$ cat src/rtl/cam_pkg.sv
package cam_pkg;
  localparam int REG_AW  = 4;
  localparam int DW      = 8;
  localparam int CARD_AW = 14;
  localparam int NSLOT   = 2;

  localparam logic [REG_AW-1:0] RA_IRQ  = 4'h0;
  localparam logic [REG_AW-1:0] RA_CTL2 = 4'h1;
  localparam logic [REG_AW-1:0] RA_ALO  = 4'h4;
  localparam logic [REG_AW-1:0] RA_AHI  = 4'h5;
  localparam logic [REG_AW-1:0] RA_DATA = 4'h6;
  localparam logic [REG_AW-1:0] RA_BUS  = 4'h7;

  localparam logic [DW-1:0] IRQ_ARM = 8'h44;

  typedef enum logic {CYC_IDLE, CYC_STROBE} cyc_state_t;

  typedef struct packed {
    logic [CARD_AW-1:0] addr;
    logic [DW-1:0]      wdata;
    logic               slot;
    logic               io;
    logic               wr;
  } card_req_t;
endpackage

$ cat src/rtl/cam_card_cycle.sv
module cam_card_cycle
  import cam_pkg::*;
#(
  parameter int STROBE_CYC = 3
) (
  input  logic               clk,
  input  logic               rst_n,
  input  logic               start,
  input  card_req_t          req,
  input  logic [DW-1:0]      card_din,
  output logic               busy,
  output logic               done,
  output logic [DW-1:0]      rdata,
  output logic [CARD_AW-1:0] card_addr,
  output logic [DW-1:0]      card_dout,
  output logic [NSLOT-1:0]   card_sel_n,
  output logic               card_io_space,
  output logic               card_rd_n,
  output logic               card_wr_n
);
  localparam int CW = $clog2(STROBE_CYC) + 1;

  cyc_state_t      state;
  logic [CW-1:0]   cnt;
  card_req_t       q;
  logic            active;

  always_ff @(posedge clk) begin
    if (!rst_n) begin
      state <= CYC_IDLE;
      cnt   <= '0;
      q     <= '0;
      done  <= 1'b0;
      rdata <= '0;
    end else begin
      done <= 1'b0;
      case (state)
        CYC_IDLE: if (start) begin
          q     <= req;
          cnt   <= CW'(STROBE_CYC - 1);
          state <= CYC_STROBE;
        end
        default: begin
          if (cnt == '0) begin
            rdata <= q.wr ? '0 : card_din;
            done  <= 1'b1;
            state <= CYC_IDLE;
          end else begin
            cnt <= cnt - 1'b1;
          end
        end
      endcase
    end
  end

  assign active        = (state == CYC_STROBE);
  assign busy          = active;
  assign card_addr     = q.addr;
  assign card_dout     = q.wdata;
  assign card_io_space = q.io;
  assign card_sel_n    = active ? (q.slot ? 2'b01 : 2'b10) : 2'b11;
  assign card_rd_n     = !(active && !q.wr);
  assign card_wr_n     = !(active && q.wr);


  sel_onehot_chk: assert property (@(posedge clk) disable iff (!rst_n)
    $onehot0(~card_sel_n));

  strobe_excl_chk: assert property (@(posedge clk) disable iff (!rst_n)
    !(!card_rd_n && !card_wr_n));

  addr_hold_chk: assert property (@(posedge clk) disable iff (!rst_n)
    (active && cnt != '0) |=> ($stable(card_addr) && !card_sel_n[0] != !card_sel_n[1]));
endmodule

$ cat src/rtl/cam_slot_reset.sv
module cam_slot_reset #(
  parameter int RST_CYC = 16
) (
  input  logic clk,
  input  logic rst_n,
  input  logic kick,
  output logic card_rst,
  output logic busy
);
  localparam int CW = $clog2(RST_CYC) + 1;

  logic [CW-1:0] cnt;
  logic          on;

  always_ff @(posedge clk) begin
    if (!rst_n) begin
      on  <= 1'b0;
      cnt <= '0;
    end else if (kick) begin
      on  <= 1'b1;
      cnt <= CW'(RST_CYC - 1);
    end else if (on) begin
      if (cnt == '0) on <= 1'b0;
      else           cnt <= cnt - 1'b1;
    end
  end

  assign card_rst = on;
  assign busy     = on;


  rst_hold_chk: assert property (@(posedge clk) disable iff (!rst_n)
    (on && cnt != '0) |=> card_rst);

  rst_start_chk: assert property (@(posedge clk) disable iff (!rst_n)
    kick |=> card_rst);
endmodule

$ cat src/rtl/cam_irq_ctrl.sv
module cam_irq_ctrl
  import cam_pkg::*;
(
  input  logic             clk,
  input  logic             rst_n,
  input  logic [NSLOT-1:0] det_n,
  input  logic             en_wr,
  input  logic             en_val,
  input  logic             ack,
  output logic [NSLOT-1:0] present_n,
  output logic             pend,
  output logic             en,
  output logic             irq
);
  logic [NSLOT-1:0] s1, s2, s3;
  logic             change;

  always_ff @(posedge clk) begin
    if (!rst_n) begin
      s1   <= '1;
      s2   <= '1;
      s3   <= '1;
      pend <= 1'b0;
      en   <= 1'b0;
    end else begin
      s1 <= det_n;
      s2 <= s1;
      s3 <= s2;
      if (change)   pend <= 1'b1;
      else if (ack) pend <= 1'b0;
      if (en_wr)    en <= en_val;
    end
  end

  assign change    = (s3 != s2);
  assign present_n = s2;
  assign irq       = pend && en;


  irq_gate_chk: assert property (@(posedge clk) disable iff (!rst_n)
    irq |-> en);

  pend_sticky_chk: assert property (@(posedge clk) disable iff (!rst_n)
    (pend && !ack) |=> pend);
endmodule

$ cat src/rtl/cam_slot_ctrl.sv
module cam_slot_ctrl
  import cam_pkg::*;
#(
  parameter int STROBE_CYC = 3,
  parameter int RST_CYC    = 16
) (
  input  logic               clk,
  input  logic               rst_n,
  input  logic               req_valid,
  output logic               req_ready,
  input  logic               req_write,
  input  logic [REG_AW-1:0]  req_addr,
  input  logic [DW-1:0]      req_wdata,
  output logic               rsp_valid,
  output logic [DW-1:0]      rsp_rdata,
  output logic [CARD_AW-1:0] card_addr,
  output logic [DW-1:0]      card_dout,
  input  logic [DW-1:0]      card_din,
  output logic [NSLOT-1:0]   card_sel_n,
  output logic               card_io_space,
  output logic               card_rd_n,
  output logic               card_wr_n,
  output logic [NSLOT-1:0]   card_rst,
  input  logic [NSLOT-1:0]   card_detect_n,
  output logic [NSLOT-1:0]   ts_route_en,
  output logic [NSLOT-1:0]   ts_out_en,
  output logic [NSLOT-1:0]   tuner_rst_n,
  output logic               irq
);
  localparam int HALF_AW = CARD_AW / 2;

  logic               accept, is_data, wr_acc;
  logic [HALF_AW-1:0] addr_lo, addr_hi;
  logic               sel_slot, sel_io;
  logic [NSLOT-1:0]   route_q;
  logic [DW-1:0]      ctl2_q;
  logic [NSLOT-1:0]   kick, rst_busy, pres_n;
  logic               pend, irq_en;
  logic               cyc_busy, cyc_done;
  logic [DW-1:0]      cyc_rdata, rd_mux, rsp_q;
  logic               rsp_v_q;
  card_req_t          creq;

  assign req_ready = !cyc_busy;
  assign accept    = req_valid && req_ready;
  assign is_data   = (req_addr == RA_DATA);
  assign wr_acc    = accept && req_write;

  always_ff @(posedge clk) begin
    if (!rst_n) begin
      addr_lo  <= '0;
      addr_hi  <= '0;
      sel_slot <= 1'b0;
      sel_io   <= 1'b0;
      route_q  <= '0;
      ctl2_q   <= '0;
    end else if (wr_acc) begin
      case (req_addr)
        RA_ALO:  addr_lo <= req_wdata[DW-1:1];
        RA_AHI:  addr_hi <= req_wdata[HALF_AW-1:0];
        RA_CTL2: ctl2_q  <= req_wdata;
        RA_BUS: begin
          sel_slot   <= req_wdata[7];
          sel_io     <= req_wdata[6];
          route_q[0] <= req_wdata[3];
          route_q[1] <= req_wdata[2];
        end
        default: ;
      endcase
    end
  end

  // Slot reset: bit 5 for slot 0, bit 4 for slot 1
  for (genvar s = 0; s < NSLOT; s++) begin : g_rst
    assign kick[s] = wr_acc && (req_addr == RA_BUS) && req_wdata[5-s];
    cam_slot_reset #(.RST_CYC(RST_CYC)) u_rst (
      .clk(clk), .rst_n(rst_n), .kick(kick[s]),
      .card_rst(card_rst[s]), .busy(rst_busy[s])
    );
  end

  cam_irq_ctrl u_irq (
    .clk(clk), .rst_n(rst_n), .det_n(card_detect_n),
    .en_wr(wr_acc && req_addr == RA_IRQ),
    .en_val(req_wdata == IRQ_ARM),
    .ack(accept && !req_write && req_addr == RA_IRQ),
    .present_n(pres_n), .pend(pend), .en(irq_en), .irq(irq)
  );

  assign creq = '{addr: {addr_hi, addr_lo}, wdata: req_wdata,
                  slot: sel_slot, io: sel_io, wr: req_write};

  cam_card_cycle #(.STROBE_CYC(STROBE_CYC)) u_cyc (
    .clk(clk), .rst_n(rst_n), .start(accept && is_data), .req(creq),
    .card_din(card_din), .busy(cyc_busy), .done(cyc_done), .rdata(cyc_rdata),
    .card_addr(card_addr), .card_dout(card_dout), .card_sel_n(card_sel_n),
    .card_io_space(card_io_space), .card_rd_n(card_rd_n), .card_wr_n(card_wr_n)
  );

  always_comb begin
    case (req_addr)
      RA_IRQ:  rd_mux = {1'b0, irq_en, 5'b0, pend};
      RA_CTL2: rd_mux = ctl2_q;
      RA_ALO:  rd_mux = {addr_lo, 1'b0};
      RA_AHI:  rd_mux = {1'b0, addr_hi};
      RA_BUS:  rd_mux = {sel_slot, sel_io, rst_busy[0], rst_busy[1],
                         route_q[0], route_q[1], pres_n[0], pres_n[1]};
      default: rd_mux = '0;
    endcase
  end

  always_ff @(posedge clk) begin
    if (!rst_n) begin
      rsp_v_q <= 1'b0;
      rsp_q   <= '0;
    end else begin
      rsp_v_q <= accept && !is_data;
      if (accept && !is_data) rsp_q <= req_write ? '0 : rd_mux;
    end
  end

  assign rsp_valid   = rsp_v_q || cyc_done;
  assign rsp_rdata   = cyc_done ? cyc_rdata : rsp_q;
  assign ts_route_en = route_q;
  assign ts_out_en   = {ctl2_q[5], ctl2_q[4]};
  assign tuner_rst_n = {ctl2_q[2], ctl2_q[3]};


  reg_rsp_chk: assert property (@(posedge clk) disable iff (!rst_n)
    (accept && !is_data) |=> (rsp_valid && card_rd_n && card_wr_n));

  route_hold_chk: assert property (@(posedge clk) disable iff (!rst_n)
    !(wr_acc && req_addr == RA_BUS) |=> $stable(ts_route_en));

  busy_block_chk: assert property (@(posedge clk) disable iff (!rst_n)
    (!card_wr_n || !card_rd_n) |-> !req_ready);
endmodule

$ cat config.mk
export PLATFORM = sky130hd
export DESIGN_NAME = cam_slot_ctrl
export DESIGN_NICKNAME = d
export VERILOG_FILES = /design/src/rtl/cam_pkg.sv /design/src/rtl/cam_card_cycle.sv /design/src/rtl/cam_slot_reset.sv /design/src/rtl/cam_irq_ctrl.sv /design/src/rtl/cam_slot_ctrl.sv
export SDC_FILE = /design/constraint.sdc
export NUM_CORES = 1
export LEC_CHECK = 0
export BUFFER_PORTS_ARGS = -buffer_cell sky130_fd_sc_hd__buf_2
export CORE_MARGIN = 8
export CORE_UTILIZATION = 55
export DETAILED_ROUTE_END_ITERATION = 8
export GPL_TIMING_DRIVEN = 0
export PLACE_DENSITY_LB_ADDON = 0.2
export SYNTH_ARGS = -nofsm -noshare
export SYNTH_HDL_FRONTEND = slang
export SYNTH_SLANG_ARGS = --single-unit
$ cat constraint.sdc
create_clock -name clk -period 1.92 [get_ports clk]
set_input_delay 0.288 -clock clk [delete_from_list [all_inputs] [get_ports clk]]
set_output_delay 0.288 -clock clk [all_outputs]
set_load 0.02 [all_outputs]
==> impl_metrics.yaml <==
logic_synthesis:
  synthArstFlopShare_pct: 0
  synth-edff-count: 0
  syn_area_per_cell_um2: 9.111
  ys_seq_elements: 93
  synth_cells: 451
  netlist_area_mm2: 0.004109
  ys.flop_type: "dfxtp_1"
  synth_warnings: 0
  ys_seq_area_share_pct: 45.31
  synthesis.nets: 483
  ys_types: 46
hold_path:
  whs_endpoint: "u_irq.s1[0]"
  hold_class: "in -> reg"
  min_from: "card_detect_n[0]"
  min_path_cells: 2
floorplanning:
  num_rows: 31
  ioPinCount: 72
  die_h_um: 102.4
  dieArea_mm2: 0.01049
  chipWidth_um: 102.4
  design.core.area_mm2: 0.007253
  start_util_pct: 56.65
run_status:
  status: "complete, no violations"
place:
  dp_hpwl_um: 7458
  place.gp.congestion: 0.9069
  pre_cts_slack_ns: 0.02243
  post_dp_cell_area_mm2: 0.004583
  portBuffers: 70
sta:
  holdWs_ns: 0.1072
  max_freq_ghz: 0.5528
  report.final.slew_viol_count: 0
  finalSetupViolations: 0
  hold_violations: 0
  rsz0062_at_grt: "false"
  max_slew_margin_pct: 56.34
  period_needed_ns: 1.809
  fin_skew_ns: 0.006757
  finalCritPeriodShare_pct: 94.22
  tightest_slew_ns: 0.6549
  fin_setup_tns_ns: 0
  worst_slack_ns: 0.1110
route:
  wl_per_cell_um: 15.74
  drcViolationCount: 0
  firstDrtPassIters: 5
  via_count: 3422
  via_per_inst: 5.389
  drt_wl_total_um: 9996
  drt_iter0_markers: 194
  detail-route-antenna-nets: 0
power:
  ir_drop_uv: 491.1
  leakagePower_nw: 2.140
  p_per_area_mw_per_mm2: 698.4
setup_path:
  r2r_start: "g_rst[1].u_rst.cnt[0]"
  cp-start-kind: "flop"
  timing.rr.end: "g_rst[1].u_rst.cnt[1]"
  path_buf_inv: 1
  r2r_slack_ns: 0.11
  path_cells: "inv_1 -> ha_1 -> or4b_1 -> nand2_1 -> mux2_2 -> a21oi_1"
  worstSetupPathType: "reg -> reg"
  crit_path_end_kind: "flop"
  rr_worst_depth: 6
  max_stage_delay_ns: 0.49
  crit_path_max_fanout: 3
  crit_slowest_cell: "or4b_1"
  path_delay_family: "simple AND/OR/NAND/NOR gates"
  worst-endpoint-arrival_ns: 2.09
  cp.required_ns: 2.21
grt:
  grt_pass1_wl_um: 16140
  overflow: 0
  grt_use_total_pct: 19.83
  grt_start_max_net_pins: 16
  antenna_found_initial: 0
  grt_pass1_vias: 3335
clocking:
  numCtsBuffers: 9
  cts.repair.resized: 0
  cts_sinks: 93
  path_clk_slew_ns: 0.08
  clockRootBuffer: "clkbuf_8"
  cts_buffer_depth: 2
  post_cts_buffers: 0
  htreeDepth: 3
  cts_hold_buffers: 0
  clk_latency_ns: 0.36
  cts_tree: "built"
final_layout:
  mostFrequentLayoutCells: "93 x dfxtp_1, 77 x buf_2, 66 x nand2_1"
  nNetsFinal: 563
  fin_area_mm2: 0.004747
  drive_gt1_share_pct: 26.68
  layout_commonest_cell: "dfxtp_1"
  area_delta_synth_final_pct: 15.53
  diodes: 0
  fillers: 621
  utilization_pct: 65.45
job:
  maxCapViolations: 0
-- power breakdown --
| group | internal, W | switching, W | total [W] |
|---|---|---|---|
| logic | 0.0000758 | 0.000136 | 0.000212 |
| clock network | 0.000466 | 0.000681 | 0.00115 |
| registers | 0.00195 | 0.0000114 | 0.00196 |
-- per-stage QoR --
stage                     instances  power, W
final                           635  0.003315
after global routing            635  0.003442
after CTS                       636  0.003331
after detailed placement        620  0.002213
after global placement          620  0.002209
after floorplan                 451  0.002123
-- worst max path at each step --
stage               cells past startpoint             startpoint                     to
floorplan                               6  g_rst[0].u_rst.cnt[0]  g_rst[0].u_rst.cnt[1]
global placement                        5                  rst_n         u_cyc.rdata[2]
detailed placement                      5                  rst_n         u_cyc.rdata[4]
CTS                                     3             u_cyc.done           rsp_rdata[7]
global route                            6  g_rst[0].u_rst.cnt[0]  g_rst[0].u_rst.cnt[1]
finish                                  6  g_rst[1].u_rst.cnt[0]  g_rst[1].u_rst.cnt[1]
-- synth_stat cells (all sizes together) (3+ instances only) --
| cell | instances | share of area [%] |
|---|---|---|
| a211oi | 3 | 0.85 |
| a21oi | 44 | 5.4 |
| a22o | 8 | 1.7 |
| a22oi | 6 | 1.1 |
| a31oi | 4 | 0.61 |
| and2 | 4 | 0.61 |
| and3 | 4 | 0.61 |
| buf | 38 | 6.5 |
| clkbuf | 13 | 1.2 |
| dfxtp | 93 | 45 |
| ha | 6 | 1.8 |
| inv | 8 | 0.73 |
| mux2 | 12 | 3.3 |
| mux2i | 34 | 8.3 |
| nand2 | 66 | 6.0 |
| nand2b | 10 | 1.5 |
| nand3 | 7 | 1.1 |
| nor2 | 39 | 3.6 |
| nor3 | 6 | 0.73 |
| nor3b | 10 | 1.8 |
| nor4b | 4 | 1.0 |
| o22ai | 6 | 0.91 |
| or4b | 3 | 0.82 |
| xnor2 | 4 | 0.85 |
-- cell type report --
| type | instances | area [um2] | area share, % |
|---|---|---|---|
| multi-input combinational | 298 | 1897 | 39.96 |
| sequential | 93 | 1862 | 39.22 |
| timing repair buffer | 70 | 350.3 | 7.380 |
| buffer | 50 | 312.8 | 6.589 |
| clock buffer | 10 | 127.6 | 2.688 |
| tap | 99 | 123.9 | 2.609 |
| clock inverter | 6 | 40.04 | 0.8434 |
| inverter | 9 | 33.78 | 0.7117 |
-- registers in the layout, summed over array words and instances, names as in the netlist --
| name | count |
|---|---|
| u_cyc.busy | 1 |
| u_irq.en | 1 |
| u_cyc.card_dout | 8 |
| u_irq.s3 | 2 |
| u_cyc.cnt | 3 |
| u_cyc.rdata | 8 |
| ctl2_q | 8 |
| u_irq.pend | 1 |
| u_cyc.card_io_space | 1 |
| g_rst.u_rst.busy | 2 |
| rsp_v_q | 1 |
| g_rst.u_rst.cnt | 10 |
| addr_hi | 7 |
| sel_io | 1 |
| addr_lo | 7 |
| u_cyc.done | 1 |
| sel_slot | 1 |
| rsp_q | 8 |
| ts_route_en | 2 |
| u_irq.present_n | 2 |
| u_irq.s1 | 2 |
| u_cyc.q | 2 |
| u_cyc.card_addr | 14 |
-- logic make-up (layout without fill, tap and decap cells) --
group	after synthesis	after routing	synth area share, %
AND/OR/NAND/NOR	165	165	20.28
buffers and inverters	60	145	8.526
flip-flops	93	93	45.31
adder cells (fa/ha/maj)	6	6	1.827
AO/OA/AOI/OAI	75	75	11.21
multiplexers	46	46	11.57
XOR/XNOR	6	6	1.279
-- routing by layer --
layer  track usage [%]  vias to the layer above  share of wire, %  wire [um]
met1             24.45                     1618                44       4393
met2             32.92                      103                47       4714
met3             3.406                       23               6.0        598
li1                  -                     1678                 -          -
met4             9.029                        0               2.9        289
met5                 0                        -                 0          0
Power figures use the tool's default switching activity.
